===== src/rtl/hbus_pkg.sv =====
package hbus_pkg;
  // Bit positions inside the synchronized control vector
  localparam int CTL_W  = 4;
  localparam int C_NCS  = 0;
  localparam int C_NRD  = 1;
  localparam int C_NWR  = 2;
  localparam int C_ALE  = 3;
  // Idle bus: select, read and write deasserted (high), latch strobe low
  localparam logic [CTL_W-1:0] CTL_IDLE = 4'b0111;
  // Flops per synchronizer chain
  localparam int SYNC_STAGES = 2;
endpackage


===== src/rtl/hbus_sync.sv =====
module hbus_sync #(
  parameter int              W      = 1,
  parameter int              STAGES = 2,
  parameter logic [W-1:0]    RST    = '0
) (
  input  logic         clk,
  input  logic         rst_n,
  input  logic [W-1:0] d,
  output logic [W-1:0] q
);
  logic [W-1:0] stg [STAGES];

  for (genvar i = 0; i < STAGES; i++) begin : g_stage
    always_ff @(posedge clk or negedge rst_n) begin
      if (!rst_n) begin
        stg[i] <= RST;
      end else if (i == 0) begin
        stg[i] <= d;
      end else begin
        stg[i] <= stg[(i == 0) ? 0 : i-1];
      end
    end
  end

  assign q = stg[STAGES-1];
endmodule


===== src/rtl/hbus_edge.sv =====
module hbus_edge #(
  parameter int           W   = 1,
  parameter logic [W-1:0] RST = '0
) (
  input  logic         clk,
  input  logic         rst_n,
  input  logic [W-1:0] cur,
  output logic [W-1:0] prev,
  output logic [W-1:0] rise,
  output logic [W-1:0] fall
);
  always_ff @(posedge clk or negedge rst_n) begin
    if (!rst_n) prev <= RST;
    else        prev <= cur;
  end

  assign rise = cur & ~prev;
  assign fall = ~cur & prev;
endmodule


===== src/rtl/hbus_addr_track.sv =====
module hbus_addr_track #(
  parameter int AW = 6
) (
  input  logic          clk,
  input  logic          rst_n,
  input  logic          mux_mode,
  input  logic          ale_s,
  input  logic          ale_fall,
  input  logic          idle,
  input  logic [AW-1:0] bus_addr,
  input  logic [AW-1:0] pin_addr,
  output logic [AW-1:0] addr_o
);
  logic [AW-1:0] cand_q;
  logic [AW-1:0] mux_q;
  logic [AW-1:0] sep_q;

  // Multiplexed scheme: keep the newest sample taken while the latch
  // strobe is high, commit it when the strobe's fall is seen.
  always_ff @(posedge clk or negedge rst_n) begin
    if (!rst_n) begin
      cand_q <= '0;
      mux_q  <= '0;
    end else if (mux_mode) begin
      if (ale_s)    cand_q <= bus_addr;
      if (ale_fall) mux_q  <= cand_q;
    end
  end

  // Separated scheme: follow the pins while idle, freeze during access.
  always_ff @(posedge clk or negedge rst_n) begin
    if (!rst_n)    sep_q <= '0;
    else if (idle) sep_q <= pin_addr;
  end

  assign addr_o = mux_mode ? mux_q : sep_q;
endmodule


===== src/rtl/hbus_rd_path.sv =====
module hbus_rd_path #(
  parameter int DW = 8
) (
  input  logic          clk,
  input  logic          rst_n,
  input  logic          rd_req,
  input  logic [DW-1:0] rd_data_in,
  input  logic          nrd_s,
  input  logic          ncs_s,
  input  logic          nrd_pin,
  input  logic          ncs_pin,
  output logic [DW-1:0] data_o,
  output logic          data_oe
);
  logic [DW-1:0] rd_q;
  logic          oe_q;

  always_ff @(posedge clk or negedge rst_n) begin
    if (!rst_n) begin
      rd_q <= '0;
      oe_q <= 1'b0;
    end else if (rd_req) begin
      rd_q <= rd_data_in;
      oe_q <= 1'b1;
    end else if (nrd_s || ncs_s) begin
      oe_q <= 1'b0;
    end
  end

  // Raw pins gate the enable so the bus lets go without sync delay.
  assign data_o  = rd_q;
  assign data_oe = oe_q & ~nrd_pin & ~ncs_pin;
endmodule


===== src/rtl/hbus_sep_slave.sv =====
module hbus_sep_slave #(
  parameter int DW = 8,
  parameter int AW = 6   // must not exceed DW (address shares the data lines)
) (
  input  logic          clk,
  input  logic          rst_n,
  input  logic          mode_mux,
  input  logic          ncs_i,
  input  logic          nrd_i,
  input  logic          nwr_i,
  input  logic          ale_i,
  input  logic [AW-1:0] addr_i,
  input  logic [DW-1:0] data_i,
  output logic [DW-1:0] data_o,
  output logic          data_oe,
  output logic [AW-1:0] reg_addr,
  output logic [DW-1:0] reg_wdata,
  output logic          reg_we,
  output logic          reg_re,
  input  logic [DW-1:0] reg_rdata
);
  import hbus_pkg::*;

  logic [CTL_W-1:0] ctl_raw, ctl_s, ctl_p, ctl_rise, ctl_fall;
  logic [DW-1:0]    data_s;
  logic [AW-1:0]    addr_s;
  logic [DW-1:0]    wlatch_q;

  assign ctl_raw = {ale_i, nwr_i, nrd_i, ncs_i};

  hbus_sync #(.W(CTL_W), .STAGES(SYNC_STAGES), .RST(CTL_IDLE)) u_sync_ctl (
    .clk(clk), .rst_n(rst_n), .d(ctl_raw), .q(ctl_s));

  hbus_sync #(.W(DW), .STAGES(SYNC_STAGES), .RST('0)) u_sync_data (
    .clk(clk), .rst_n(rst_n), .d(data_i), .q(data_s));

  hbus_sync #(.W(AW), .STAGES(SYNC_STAGES), .RST('0)) u_sync_addr (
    .clk(clk), .rst_n(rst_n), .d(addr_i), .q(addr_s));

  hbus_edge #(.W(CTL_W), .RST(CTL_IDLE)) u_edge (
    .clk(clk), .rst_n(rst_n), .cur(ctl_s), .prev(ctl_p),
    .rise(ctl_rise), .fall(ctl_fall));

  // Read request on the read strobe's fall; select was low by then.
  assign reg_re = ctl_fall[C_NRD] & ~ctl_s[C_NCS] & ctl_s[C_NWR];
  // Write pulse on the write strobe's rise; judge select from the
  // last sample with the strobe still low, since both may rise together.
  assign reg_we = ctl_rise[C_NWR] & ~ctl_p[C_NCS] & ctl_p[C_NRD];

  // Track host data while the write strobe is low; the value held at
  // the rise is the last one sampled before it.
  always_ff @(posedge clk or negedge rst_n) begin
    if (!rst_n) wlatch_q <= '0;
    else if (!ctl_s[C_NWR] && !ctl_s[C_NCS]) wlatch_q <= data_s;
  end
  assign reg_wdata = wlatch_q;

  hbus_addr_track #(.AW(AW)) u_addr (
    .clk(clk), .rst_n(rst_n), .mux_mode(mode_mux),
    .ale_s(ctl_s[C_ALE]), .ale_fall(ctl_fall[C_ALE]),
    .idle(ctl_s[C_NRD] & ctl_s[C_NWR]),
    .bus_addr(data_s[AW-1:0]), .pin_addr(addr_s), .addr_o(reg_addr));

  hbus_rd_path #(.DW(DW)) u_rd (
    .clk(clk), .rst_n(rst_n), .rd_req(reg_re), .rd_data_in(reg_rdata),
    .nrd_s(ctl_s[C_NRD]), .ncs_s(ctl_s[C_NCS]),
    .nrd_pin(nrd_i), .ncs_pin(ncs_i),
    .data_o(data_o), .data_oe(data_oe));
endmodule


===== config.mk =====
export PLATFORM = sky130hd
export DESIGN_NAME = hbus_sep_slave
export DESIGN_NICKNAME = d
export VERILOG_FILES = /design/src/rtl/hbus_pkg.sv /design/src/rtl/hbus_sync.sv /design/src/rtl/hbus_edge.sv /design/src/rtl/hbus_addr_track.sv /design/src/rtl/hbus_rd_path.sv /design/src/rtl/hbus_sep_slave.sv
export SDC_FILE = /design/constraint.sdc
export NUM_CORES = 1
export LEC_CHECK = 0
export BUFFER_PORTS_ARGS = -buffer_cell sky130_fd_sc_hd__buf_4
export CAP_MARGIN = 30
export CORE_ASPECT_RATIO = 1.75
export CORE_MARGIN = 2
export CORE_UTILIZATION = 30
export DETAILED_ROUTE_END_ITERATION = 7
export PLACE_DENSITY = 0.55
export SETUP_SLACK_MARGIN = 0.1
export SLEW_MARGIN = 10
export SYNTH_ARGS = -nofsm -noshare
export SYNTH_HDL_FRONTEND = slang
export SYNTH_HIERARCHICAL = 1
export SYNTH_SLANG_ARGS = --single-unit
export TNS_END_PERCENT = 30

===== constraint.sdc =====
create_clock -name clk -period 2.8 [get_ports clk]
set_input_delay 0.28 -clock clk [delete_from_list [all_inputs] [get_ports clk]]
set_output_delay 0.28 -clock clk [all_outputs]
set_load 0.03 [all_outputs]

==> run_results.csv, run 1 <==
group,metric,value,unit
synth,syn_nets,178,
flow_run,drv_cap,0,
drt,drt_iter0_drc,24,
sta,relSlewSlack,79.7,%
drt,routedWlPerCell,12.9,um
die,die_h,129,um
grt,grt_use_met2,14.1,%
grt,grt_pass1_wl,6540,um
pwr,ir_worst_vdd,400,uV
synth,syn_inst,149,
setup_path,cp_max_fo,10,
die,die_x,75.7,um
min_path,hold_class,"input port to flop",
cts,cts_root_buf,"clkbuf_16",
cts,cts_tree,"built",
sta,finalMaxSlewViolations,0,
die,pin_count,54,
synth,synth_area,2700,sq um
die,num_rows,45,
cts,cts_num_sinks,75,
die,core_area,8730,sq um
sta,fin_crit_sh,67.2,%
cells_and_area,num-fill-cells,841,
sta,worst_pin_slew,304,ps
sta,setup_viol,0,
cells_and_area,final_cell_mix,"dfrtp_1, buf_4, mux2_2, mux2_4",
die,dieArea,9800,sq um
placed_design,dpl.hpwl,2780,um
cells_and_area,layout.nets,223,
cts,cts_buffer_depth,2,
cells_and_area,fin_cells,316,
placed_design,gp_congestion,0.649,
synth,syn_area_per_cell,18.1,sq um
pwr,power-per-cell-area,846,nW/um^2
cells_and_area,area_growth,26.9,%
min_path,hold_depth,1,
cells_and_area,drive_above_1_share,62.8,%
grt,grt.busiest_layer,"met2",
sta,rsz0062_at_grt,"no",
cts,cts_resized,0,
grt,antenna_found_initial,0,
cts,clk_pin_slew,50,ps
grt,met1_usage,11.1,%
sta,clock.fmax,531,MHz
sta,skew,6.46,ps
setup_path,path_class,"flop to primary output",
cells_and_area,layout.cells.most_common,"dfrtp_1",
grt,grtUsageMet3,4.20,%
cts,cts_max_level,3,
outcome,status,"finished clean",
setup_path,start_kind,"flop",
grt,grt_pass1_vias,1331,
placed_design,dp.cells,298,
sta,hold_viol_final,0,
grt,grt_max_degree,76,
setup_path,worstPathRequired,2520,ps
drt,drc,0,
synth,ys.warnings.count,6,
drt,vias,1250,
grt,grt_overflow,0,
setup_path,cp.arrival,1600,ps
setup_path,endpoint_kind,"primary output",
pwr,cellLeakagePower,0.00159,uW
drt,first_pass_iters,2,
placed_design,placed_cell_area,3080,sq um
drt,drt.antenna.violating_nets,0,
sta,min_period,1880,ps
cells_and_area,final_area,3430,sq um
die,initial_core_util,30.9,%
drt,via_per_inst,3.96,
grt,grtUsageTotal,9.73,%
setup_path,worst_r2r_path_depth,3,
placed_design,port_buffers,53,
cts,clkLatencyLatePin,330,ps
drt,finalWirelength,4070,um
cells_and_area,antennaDiodeCount,0,
sta,tns,0,ps
cts,cts_buffers,9,
metrics by stage:
step           power (uW)  utilization (%)  worst slack (ps)  hold WS [ps]
6_report             2900             39.3               918          58.9
5_1_grt              3020             39.3               840          38.1
4_1_cts              2940             38.8               891          41.6
3_5_place_dp         1760             35.3              1250           335
3_3_place_gp         1750             35.3              1280           331
2_1_floorplan        1590                -              1170         -15.6
layout make-up:
class,instances,area (sq um),share of cell area [%]
tap,117,146,4.27
timing repair buffer,55,435,12.7
multi-input combinational,53,648,18.9
clock inverter,1,30.0,0.877
clock buffer,15,278,8.11
sequential,75,1890,55.1
final timing paths:
| path | start | endpoint | slack (ps) |
|---|---|---|---|
| worst min-delay path | addr_i[3] | u_sync_addr/stg[9] | 60 |
| min in group asynchronous | rst_n | reg_wdata[2] | 360 |
| worst max register to register | u_sync_ctl/q[1] | u_rd/data_o[6] | 1280 |
| worst min register to register | u_sync_addr/stg[9] | u_sync_addr/q[3] | 350 |
| worst max-delay path | u_sync_ctl/q[1] | reg_re | 920 |
| max in group asynchronous | rst_n | u_edge/prev[1] | 1870 |
where the power goes:
group | internal [uW] | switching (uW)
combinational | 238 | 226
sequential | 1210 | 62.6
clock | 763 | 396
critical path, cell delays in order (launching register included):
cell	delay [ps]
dfstp_2	540
and2b_2	220
and3b_2	310
buf_4	210
flip-flops by register name, summed over array words and instances, names as in the netlist:
name / cells
u_sync_data/q: 8
reg_wdata: 8
u_addr/cand_q: 6
u_sync_addr/stg: 6
u_sync_addr/q: 6
u_rd/data_o: 8
u_sync_ctl/stg: 4
u_sync_data/stg: 8
u_addr/mux_q: 6
u_edge/prev: 4
u_addr/sep_q: 6
u_sync_ctl/q: 4
u_rd/oe_q: 1
layer usage:
| layer | share of wire [%] | up-vias |
|---|---|---|
| li1 | - | 570 |
| met1 | 38 | 627 |
| met2 | 51 | 45 |
| met3 | 7.2 | 8 |
| met4 | 3.4 | 0 |
| met5 | 0 | - |
repair_timing:
item                                   in CTS  in global routing
setup buffers                               0                  0
endpoints found under the hold margin       0                 10
hold buffers                                0                  1
No activity file was read; power rests on OpenSTA's default activity.
==> run 2: changes to the inputs <==
clock period = 1.81 ns   (was 2.8 ns; I/O delays follow)
==> run 2 against run 1 <==
Net effect:
- first-iteration DRC count shrank 63%
- global-route usage grew 0.52 points
- non-clock buffer count grew 21
- core utilization grew 1.7 points
- clock-buffer cell count shrank 1
- clock skew shrank 2.9 ps
- cell count grew 6.6%
- worst hold slack gained 30 ps
- sequential power grew 55%
- sequential cell count is the same
- sequential share of layout area shrank 2.3 points
- largest cell class unchanged
- highest routed layer unchanged
==> run_results.csv, run 2 (same netlist as run 1, synthesis figures left out) <==
group,metric,value,unit
placed_design,dp.cells,301,
sta,finalMaxSlewViolations,0,
cts,clkLatencyLatePin,320,ps
sta,hold_viol_final,0,
cts,cts_root_buf,"clkbuf_16",
grt,grt_max_degree,37,
cells_and_area,area_growth,32.5,%
cells_and_area,layout.cells.most_common,"dfrtp_1",
setup_path,path_class,"flop to primary output",
sta,worst_pin_slew,461,ps
sta,tns,0,ps
pwr,internal_power,3270,uW
die,pin_count,54,
sta,setup_viol,0,
cells_and_area,num-fill-cells,835,
die,die_x,75.7,um
grt,antenna_found_initial,0,
drt,first_pass_iters,2,
drt,routedWlPerCell,12.6,um
setup_path,cp_max_fo,4,
setup_path,cp.arrival,1400,ps
pwr,p_sw_share,24.5,%
placed_design,gp_congestion,0.694,
placed_design,port_buffers,53,
cts,clk_pin_slew,50,ps
drt,drc,0,
cells_and_area,antennaDiodeCount,0,
cts,cts_num_sinks,75,
cells_and_area,drive_above_1_share,58.2,%
cells_and_area,final_cell_mix,"dfrtp_1, buf_4, mux2_2, mux2_4, dlygate4sd3_1",
cts,cts_max_level,3,
grt,grt_overflow,0,
drt,met2_wirelength,2200,um
min_path,hold_class,"input port to flop",
cells_and_area,fin_cells,337,
grt,grt_pass1_wl,7180,um
pwr,seqPwrFrac,45.6,%
drt,met3_length,306,um
sta,clock.fmax,631,MHz
setup_path,worstPathRequired,1630,ps
drt,drt.antenna.violating_nets,0,
pwr,clockPowerShare,37.1,%
sta,relSlewSlack,69.3,%
sta,skew,3.59,ps
grt,grtUsageTotal,10.2,%
drt,finalWirelength,4250,um
cts,cts_buffers,9,
sta,min_period,1590,ps
die,initial_core_util,30.9,%
outcome,status,"finished clean",
sta,rsz0062_at_grt,"no",
pwr,power-per-cell-area,1210,nW/um^2
pwr,switchingPower,1060,uW
cts,cts_tree,"built",
pwr,ir_worst_vdd,699,uV
drt,drt_iter0_drc,9,
cts,cts_buffer_depth,2,
drt,wl_met1,1640,um
placed_design,dpl.hpwl,2950,um
flow_run,drv_cap,0,
sta,fin_crit_sh,87.6,%
die,core_area,8730,sq um
drt,top_layer_used,"met4",
drt,via_per_inst,3.99,
die,die_h,129,um
drt,vias,1345,
pwr,cellLeakagePower,0.00165,uW
die,num_rows,45,
cells_and_area,layout.nets,244,
pwr,p_comb_share,17.3,%
setup_path,endpoint_kind,"primary output",
die,dieArea,9800,sq um
setup_path,start_kind,"flop",
grt,grt_pass1_vias,1515,
run 2: critical path: stages (launching register included):
cell and delay [ps]:
dfstp_2 540, and2b_2 210, and3b_4 170, buf_4 160
run 2: worst paths after layout:
check                           slack (ps)               end  cells past startpoint               start
worst min register to register         350  u_sync_data/q[1]                      0  u_sync_data/stg[9]
worst max-delay path                   220            reg_re                      3     u_sync_ctl/q[1]
max in group asynchronous              810    u_edge/prev[0]                      3               rst_n
worst min-delay path                    90    u_rd/data_o[2]                      2        reg_rdata[2]
min in group asynchronous              350         u_rd/oe_q                      2               rst_n
worst max register to register         280    u_rd/data_o[5]                      4     u_sync_ctl/q[1]
run 2: repair_timing:
| item | 4_1_cts | 5_1_grt |
|---|---|---|
| hold buffers | 19 | 0 |
| hold endpoints to repair | 51 | 0 |
| gates resized for setup | 1 | 0 |
| buffers inserted | 1 | 0 |
| setup endpoints to repair | 1 | 0 |
run 2: metrics by stage:
stage	worst slack, ps	power, uW	hold WS (ps)	cell area (sq um)	util, %
finish	224	4330	89.1	3580	41.0
global route	170	4530	78.7	3580	41.0
CTS	196	4410	70.6	3580	41.0
detailed placement	306	2730	173	3100	35.6
global placement	328	2720	164	3100	35.6
floorplan	178	2470	-115	2700	-
run 2: power by group through the flow:
stage               Combinational (uW)  Clock [uW]  Sequential (uW)
floorplan                          361           0             2100
global placement                   720           0             2000
detailed placement                 728           0             2000
CTS                                764        1670             1980
global route                       799        1730             2000
finish                             750        1610             1980
run 2: layout make-up:
class / count / area, sq um / share of cell area (%)
Multi-Input combinational cell: 53 / 651 / 18.2
Clock buffer: 14 / 264 / 7.38
Timing Repair Buffer: 76 / 618 / 17.3
Tap cell: 117 / 146 / 4.09
Clock inverter: 2 / 10.0 / 0.280
Sequential cell: 75 / 1890 / 52.8
run 2: metal layers:
metal / track usage (%) / vias up
met5: 0 / -
met4: 5.88 / 0
met3: 4.51 / 8
met2: 16.0 / 45
met1: 11.4 / 679
li1: - / 613
==> run 3: changes to the inputs <==
CORE_ASPECT_RATIO = not set   (was 1.75)
CORE_UTILIZATION = 54   (was 30)
PLACE_DENSITY = 0.84   (was 0.55)
SETUP_SLACK_MARGIN = not set   (was 0.1)
==> run 3 against run 2 <==
Net effect:
- power shrank 6.6%
- largest power group unchanged
- combinational power grew 2%
- fmax shrank 6.6%
- core utilization grew 31 points
- worst setup slack lost 110 ps
- critical path type unchanged
==> run_results.csv, run 3 (same netlist as run 1, synthesis figures left out) <==
group,metric,value,unit
outcome,status,"finished clean",
sta,min_period,1700,ps
pwr,cellLeakagePower,0.00162,uW
drt,drt.antenna.violating_nets,0,
setup_path,critPathSlowestCell,"dfstp_2",
setup_path,critPathMaxStageDelay,560,ps
cells_and_area,area_growth,28.0,%
sta,tns,0,ps
drt,via_per_inst,4.72,
setup_path,cp.depth,3,
setup_path,cp_cell_sequence,"and2b_2 -> and3b_4 -> buf_4",
grt,grt_pass1_vias,1552,
drt,finalWirelength,4550,um
drt,first_pass_iters,4,
die,die_h,74.7,um
sta,fin_ws,112,ps
cells_and_area,final_util,72.2,%
cells_and_area,final_area,3450,sq um
die,core_area,4790,sq um
sta,setup_viol,0,
setup_path,worstPathRequired,1630,ps
grt,grt_overflow,0,
placed_design,dp_slack,273,ps
grt,grt_max_degree,48,
cells_and_area,final_cell_mix,"dfrtp_1, buf_4, mux2_2, mux2_4, dlygate4sd3_1",
setup_path,start_kind,"flop",
placed_design,gp_congestion,0.746,
cells_and_area,fin_cells,288,
cells_and_area,drive_above_1_share,59.7,%
cts,cts_max_level,3,
setup_path,path_delay_family,"flip-flops",
pwr,ir_worst_vdd,828,uV
drt,vias,1358,
cts,cts_buffer_depth,2,
placed_design,port_buffers,53,
sta,relSlewSlack,63.0,%
min_path,hold_depth,2,
grt,grt_pass1_wl,7170,um
cells_and_area,num-fill-cells,316,
die,num_rows,25,
die,die_x,74.7,um
cts,cts_root_buf,"clkbuf_8",
cts,cts_num_sinks,75,
die,pin_count,54,
cts,clkLatencyLatePin,350,ps
sta,rsz0062_at_grt,"no",
drt,drt_iter0_drc,35,
placed_design,dp.cells,250,
sta,fin_crit_sh,93.8,%
drt,routedWlPerCell,15.8,um
placed_design,dpl.hpwl,2970,um
cts,cts_tree,"built",
die,dieArea,5580,sq um
sta,finalMaxSlewViolations,0,
die,initial_core_util,56.4,%
setup_path,path_class,"flop to primary output",
cells_and_area,layout.nets,245,
cts,clk_pin_slew,90,ps
sta,hold_viol_final,0,
sta,skew,10.5,ps
placed_design,placed_cell_area,3030,sq um
setup_path,endpoint_kind,"primary output",
flow_run,drv_cap,0,
cts,cts_buffers,9,
drt,drc,0,
setup_path,worst-path-buf-inv,1,
setup_path,cp.arrival,1520,ps
grt,grtUsageTotal,18.4,%
sta,clock.fmax,589,MHz
cells_and_area,antennaDiodeCount,0,
grt,antenna_found_initial,0,
setup_path,worst_r2r_path_depth,4,
pwr,power-per-cell-area,1170,nW/um^2
sta,worst_pin_slew,556,ps
min_path,hold_class,"input port to flop",
setup_path,cp_max_fo,6,
cells_and_area,layout.cells.most_common,"dfrtp_1",
run 3: cell types whose count changed in the layout (fill, tap and decap cells not counted), moves of 2 or more:
cell	delta
clkinvlp_4	+2
clkbuf_1	-3
clkbuf_8	+7
clkinv_2	-2
clkbuf_16	-9
inv_6	+3
run 3: report_power, final:
group          leakage (uW)  switching, uW  total [uW]  internal, uW
Combinational      0.000651            369         762           394
Sequential         0.000872            111        1980          1870
Clock             0.0000988            642        1300           659
run 3: final cells by class:
cell class	count	area, sq um	share of cell area (%)
Clock buffer	9	124	3.59
Sequential cell	75	1890	54.7
Multi-Input combinational cell	53	651	18.8
Timing Repair Buffer	77	626	18.1
Tap cell	67	83.8	2.43
Clock inverter	7	82.6	2.39
run 3: routing by layer:
layer | routed length (um) | global-route usage, %
met1 | 1750 | 20.2
met4 | 122 | 9.92
met2 | 2480 | 30.8
met5 | 0 | 0
met3 | 196 | 7.36
run 3: timing repair:
action | in CTS | in global routing
hold buffers | 19 | 0
pin swaps | 0 | 0
buffers inserted | 0 | 3
hold endpoints to repair | 54 | 0
gates resized for setup | 1 | 0
setup endpoints to repair | 1 | 1
run 3: final timing paths:
| path | startpoint | endpoint | slack (ps) |
|---|---|---|---|
| worst max-delay path | u_sync_ctl/q[1] | reg_re | 110 |
| worst min-delay path | reg_rdata[4] | u_rd/data_o[4] | 50 |
| worst max register to register | u_sync_ctl/q[1] | u_rd/data_o[6] | 240 |
| worst min register to register | u_sync_addr/stg[10] | u_sync_addr/q[4] | 350 |
| max in group asynchronous | rst_n | u_sync_addr/q[0] | 770 |
| min in group asynchronous | rst_n | u_sync_data/stg[13] | 370 |
run 3: metrics by stage:
stage,total power (uW),hold WS (ps)
finish,4050,53.1
detailed placement,2740,205
CTS,4100,31.7
floorplan,2470,-115
global placement,2710,186
global route,4220,29.2
